==> src/rtl/evt_ack_pkg.sv <==
package evt_ack_pkg;

    localparam int CNT_W      = 6;
    localparam int DATA_W     = 32;
    localparam int ADDR_W     = 12;
    localparam int DONE_LSB   = 0;
    localparam int ACTIVE_BIT = 8;
    localparam int ACK_LSB    = 16;
    localparam logic [ADDR_W-1:0] STATUS_OFFSET = 12'h018;

    typedef struct packed {
        logic level;
        logic list_en;
        logic irq_en;
    } irq_cfg_t;

    function automatic logic [DATA_W-1:0] pack_status(
        input logic [CNT_W-1:0] done_cnt,
        input logic [CNT_W-1:0] ack_cnt,
        input logic             active
    );
        logic [DATA_W-1:0] w;
        w = '0;
        w[DONE_LSB +: CNT_W] = done_cnt;
        w[ACK_LSB  +: CNT_W] = ack_cnt;
        w[ACTIVE_BIT]        = active;
        return w;
    endfunction

endpackage

==> src/rtl/evt_done_counter.sv <==
module evt_done_counter #(
    parameter int CNT_W = evt_ack_pkg::CNT_W
) (
    input  logic             clk,
    input  logic             rst,
    input  logic             evt_i,
    output logic [CNT_W-1:0] done_o
);
    logic [CNT_W-1:0] done_q;

    always_ff @(posedge clk) begin
        if (rst) done_q <= '0;
        else if (evt_i) done_q <= done_q + CNT_W'(1);
    end

    assign done_o = done_q;

    assert_done_step_R2: assert property (@(posedge clk) disable iff (rst)
        evt_i |=> done_q == $past(done_q) + CNT_W'(1));
    assert_done_hold_R2: assert property (@(posedge clk) disable iff (rst)
        !evt_i |=> $stable(done_q));
    assert_done_reset_R1: assert property (@(posedge clk)
        rst |=> done_q == '0);
endmodule

==> src/rtl/evt_ack_register.sv <==
module evt_ack_register #(
    parameter int CNT_W = evt_ack_pkg::CNT_W
) (
    input  logic             clk,
    input  logic             rst,
    input  logic             load_i,
    input  logic [CNT_W-1:0] value_i,
    output logic [CNT_W-1:0] ack_o
);
    logic [CNT_W-1:0] ack_q;

    always_ff @(posedge clk) begin
        if (rst) ack_q <= '0;
        else if (load_i) ack_q <= value_i;
    end

    assign ack_o = ack_q;

    assert_ack_load_R3: assert property (@(posedge clk) disable iff (rst)
        load_i |=> ack_q == $past(value_i));
    assert_ack_hold_R9: assert property (@(posedge clk) disable iff (rst)
        !load_i |=> $stable(ack_q));
endmodule

==> src/rtl/evt_irq_gen.sv <==
module evt_irq_gen #(
    parameter int CNT_W = evt_ack_pkg::CNT_W
) (
    input  logic                  clk,
    input  logic                  rst,
    input  evt_ack_pkg::irq_cfg_t cfg_i,
    input  logic                  evt_i,
    input  logic [CNT_W-1:0]      done_i,
    input  logic [CNT_W-1:0]      ack_i,
    output logic                  irq_o
);
    logic pulse_q;
    logic enabled;
    logic pending;

    always_ff @(posedge clk) begin
        if (rst) pulse_q <= 1'b0;
        else     pulse_q <= evt_i;
    end

    assign enabled = cfg_i.irq_en & cfg_i.list_en;
    assign pending = (done_i != ack_i);
    assign irq_o   = enabled & (cfg_i.level ? pending : pulse_q);

    assert_pulse_single_R5: assert property (@(posedge clk) disable iff (rst)
        (!cfg_i.level && !evt_i) |=> (cfg_i.level || !irq_o));
    assert_irq_reset_R1: assert property (@(posedge clk)
        rst |=> !irq_o);
endmodule

==> src/rtl/evt_ack_counter.sv <==
module evt_ack_counter #(
    parameter int CNT_W  = evt_ack_pkg::CNT_W,
    parameter int DATA_W = evt_ack_pkg::DATA_W,
    parameter int ADDR_W = evt_ack_pkg::ADDR_W
) (
    input  logic              clk,
    input  logic              rst,
    input  logic              evt_pulse,
    input  logic              cfg_irq_en,
    input  logic              cfg_list_irq_en,
    input  logic              cfg_level_mode,
    input  logic              reg_sel,
    input  logic              reg_wr,
    input  logic [ADDR_W-1:0] reg_addr,
    input  logic [DATA_W-1:0] reg_wdata,
    output logic [DATA_W-1:0] reg_rdata,
    output logic              irq
);
    import evt_ack_pkg::*;

    localparam int ACK_MSB = ACK_LSB + CNT_W - 1;

    irq_cfg_t         cfg;
    logic             hit;
    logic             ack_wr;
    logic [CNT_W-1:0] done_cnt;
    logic [CNT_W-1:0] ack_cnt;
    logic             irq_int;
    logic             unused_wbits;

    assign cfg    = '{level: cfg_level_mode, list_en: cfg_list_irq_en, irq_en: cfg_irq_en};
    assign hit    = reg_sel && (reg_addr == STATUS_OFFSET);
    assign ack_wr = hit && reg_wr;
    assign unused_wbits = ^{reg_wdata[DATA_W-1:ACK_MSB+1], reg_wdata[ACK_LSB-1:0]};

    evt_done_counter #(.CNT_W(CNT_W)) u_done (
        .clk    (clk),
        .rst    (rst),
        .evt_i  (evt_pulse),
        .done_o (done_cnt)
    );

    evt_ack_register #(.CNT_W(CNT_W)) u_ack (
        .clk     (clk),
        .rst     (rst),
        .load_i  (ack_wr),
        .value_i (reg_wdata[ACK_MSB:ACK_LSB]),
        .ack_o   (ack_cnt)
    );

    evt_irq_gen #(.CNT_W(CNT_W)) u_irq (
        .clk    (clk),
        .rst    (rst),
        .cfg_i  (cfg),
        .evt_i  (evt_pulse),
        .done_i (done_cnt),
        .ack_i  (ack_cnt),
        .irq_o  (irq_int)
    );

    assign irq       = irq_int;
    assign reg_rdata = (hit && !reg_wr) ? pack_status(done_cnt, ack_cnt, irq_int) : '0;

    assert_ack_race_R7: assert property (@(posedge clk) disable iff (rst)
        (ack_wr && evt_pulse && cfg_level_mode && cfg_irq_en && cfg_list_irq_en
         && reg_wdata[ACK_MSB:ACK_LSB] == done_cnt)
        |=> (irq || !(cfg_level_mode && cfg_irq_en && cfg_list_irq_en)));
endmodule

==> config.mk <==
export PLATFORM = sky130hd
export DESIGN_NAME = evt_ack_counter
export DESIGN_NICKNAME = d
export VERILOG_FILES = /design/src/rtl/evt_ack_pkg.sv /design/src/rtl/evt_done_counter.sv /design/src/rtl/evt_ack_register.sv /design/src/rtl/evt_irq_gen.sv /design/src/rtl/evt_ack_counter.sv
export SDC_FILE = /design/constraint.sdc
export NUM_CORES = 1
export LEC_CHECK = 0
export BUFFER_PORTS_ARGS = -buffer_cell sky130_fd_sc_hd__clkbuf_2
export CELL_PAD_IN_SITES_DETAIL_PLACEMENT = 0
export CELL_PAD_IN_SITES_GLOBAL_PLACEMENT = 1
export CORE_ASPECT_RATIO = 0.7
export CORE_UTILIZATION = 22
export CTS_BUF_LIST = sky130_fd_sc_hd__clkbuf_16
export CTS_CLUSTER_DIAMETER = 150
export DETAILED_ROUTE_END_ITERATION = 10
export GPL_TIMING_DRIVEN = 1
export PLACE_DENSITY_LB_ADDON = 0.1
export SYNTH_ARGS = -nofsm -noshare
export SYNTH_HDL_FRONTEND = slang
export SYNTH_SLANG_ARGS = --single-unit
==> constraint.sdc <==
create_clock -name clk -period 2.1 [get_ports clk]
set_clock_uncertainty 0.15 [all_clocks]
set_input_delay 0.42 -clock clk [delete_from_list [all_inputs] [get_ports clk]]
set_output_delay 0.42 -clock clk [all_outputs]
set_load 0.03 [all_outputs]
==> impl_metrics.yaml <==
status:
  outcome: "finished with violations"
  violations: "setup timing"
final_layout:
  nFillCells: 439
  most-common-layout-cells: "clkbuf_2, conb_1, dfxtp_1, and2_4, nand2b_1"
  drive_above_1_share_pct: 46.1
  antenna_cells: 0
  layout_commonest_cell: "clkbuf_2"
  fin_nets: 206
  area_growth_pct: 54.8
hold_path:
  hold_class: "input pin to register"
global_routing:
  grt.total_usage_pct: 10.5
  grt_max_degree: 20
  grt_first_pass_wirelength_mm: 3.51
  grt_pass1_vias: 721
  grt_overflow: 0
  antenna_found_initial: 0
routing:
  first_iter_violations: 17
  ant_nets: 0
  wl_per_cell_um: 11.5
  drc: 0
  drt-vias-per-instance: 3.84
  routed_wl_mm: 2.35
  vias: 784
  dr.pass1.iters: 2
power:
  vdd_drop_max_uv: 293
  leakage_nw: 0.650
  powerDensity_nw_per_um2: 509
sta:
  holdWs_ps: 268
  period_minus_slack_ps: 2580
  max_freq_ghz: 0.388
  drv_slew: 0
  layout_setup_ws_ps: -476
  rsz0062_at_grt: "true"
  hold_viol_final: 0
  finalSetupTns_ps: -4290
  finalSetupViolCount: 13
  period_share_pct: 123
setup_path:
  path_cells: "buf_6 > or4_4 > or4_4 > a311oi_4 > clkbuf_8"
  crit_top_cell: "or4_4"
  cp_max_fo: 2
  critical_path_required_ps: 1530
  crit_path_start_kind: "input pin"
  arrival_ps: 2010
  critPathMaxStageDelay_ps: 540
  timing_worst_setup_path_type: "input pin to output port"
  critical_path.slowest_cell: "or4_4"
  endpoint_kind: "output port"
clock_network:
  cts.sinks: 13
  htree_levels: 1
  cts_root_buf: "clkbuf_16"
  clkTransAtPathRegs_ps: 40
  cts_setup_buffers: 0
  clockBufferDepth: 2
  numCtsBuffers: 3
  clock_latency_ps: 240
  cts_tree: "done"
synth:
  postSynthAreaPerCell_um2: 8.85
  ys_ff_latch: 13
  synth-warning-count: 0
  synth_area_um2: 930
  yosysUniqueCellTypes: 28
  yosysSeqAreaShare_pct: 28.0
  netlist_instances: 105
die:
  fp.dieH_um: 56.4
  dieArea_um2: 4490
  die_w_um: 79.7
  rows: 19
  io_pins: 85
  core_um2: 3990
  start_util_pct: 23.3
place:
  hpwl_mm: 1.87
  place_congestion: 0.734
  portBuffers: 39
job:
  cap_violations: 0
-- stage by stage --
step	worst slack (ps)	utilization (%)	std cells	cell area (um2)	total power, mW
3_3_place_gp	-536	30.3	199	1210	0.379
4_1_cts	-482	35.2	203	1410	0.742
6_report	-476	36.0	204	1440	0.733
2_1_floorplan	-401	-	123	1050	0.372
5_1_grt	-486	36.0	204	1440	0.767
3_5_place_dp	-545	30.3	199	1210	0.381
-- cell usage after synthesis, drive strengths merged --
master / count / area [um2]
or2: 1 / 6.26
nor2b: 1 / 6.26
o211ai: 1 / 7.51
xor2: 5 / 43.8
ha: 1 / 12.5
a21oi: 1 / 5.00
conb: 1 / 3.75
nand4: 2 / 12.5
a31oi: 1 / 6.26
a311oi: 1 / 15.0
nand2: 2 / 7.51
and2: 12 / 75.1
or3: 1 / 6.26
mux2i: 7 / 70.1
nor2: 6 / 22.5
clkbuf: 4 / 15.0
dfxtp: 13 / 260
nand2b: 12 / 75.1
or4b: 1 / 10.0
or4: 3 / 26.3
o21ai: 1 / 5.00
xnor2: 5 / 43.8
nand4b: 1 / 8.76
and4: 1 / 8.76
nor4: 2 / 33.8
buf: 19 / 143
-- layer usage --
metal	routed length, um	vias to the layer above	GRT usage, %	share of wire (%)
met5	0	-	0	0
met4	0	0	0	0
met3	121	0	4.72	5.2
met2	1120	24	16.7	48
met1	1110	353	13.8	47
li1	-	407	-	-
-- sequential cells by signal, indices dropped and copies added (netlist names) --
register	cells
u_ack.ack_o	6
u_done.done_o	6
u_irq.pulse_q	1
-- power by group --
group          switching [mW]  internal [mW]  leakage (nW)
sequential            0.00698          0.253         0.105
clock                   0.104          0.251        0.0423
combinational          0.0795         0.0391         0.502
-- timing repair --
item | CTS | global route
pin swaps | 5 | 2
cloned | 0 | 1
hold buffers | 0 | 0
resized for setup | 27 | 13
endpoints found under the setup margin | 13 | 13
-- path summary, 6_finish.rpt --
path                                       from  cells after the start  slack, ps                            end
setup / recovery                         reg_wr                      5       -480                   reg_rdata[8]
hold / removal                    reg_wdata[20]                      3        270    u_ack.ack_o[4]$_SDFFE_PP0P_
setup reg to reg  u_done.done_o[2]$_SDFFE_PP0P_                      3        730  u_done.done_o[5]$_SDFFE_PP0P_
hold reg to reg     u_ack.ack_o[5]$_SDFFE_PP0P_                      2        360    u_ack.ack_o[5]$_SDFFE_PP0P_
-- cells by family (layout without fill, tap and decap cells) --
group | count (synthesis) | count (layout) | synth area share, %
simple gates | 45 | 45 | 32.2
compound gates | 5 | 5 | 4.17
buf+inv | 23 | 52 | 17.0
other cells | 1 | 19 | 0.403
flops | 13 | 13 | 28.0
fa+ha+maj | 1 | 1 | 1.35
xor+xnor | 10 | 10 | 9.42
mux | 7 | 7 | 7.54
-- critical path, delay by kind of cell --
family | cells | cell delay, ps
compound gates | 1 | 220
buf+inv | 2 | 290
simple gates | 2 | 1070
-- layout make-up --
type	instances	area (um2)	area share (%)
multi-input combinational	87	637	44.3
clock inverter	1	3.75	0.261
sequential	13	260	18.1
clock buffer	3	75.1	5.22
tap	52	65.1	4.52
timing repair buffer	48	398	27.7
Note: power is estimated with default switching activity, not from simulation.
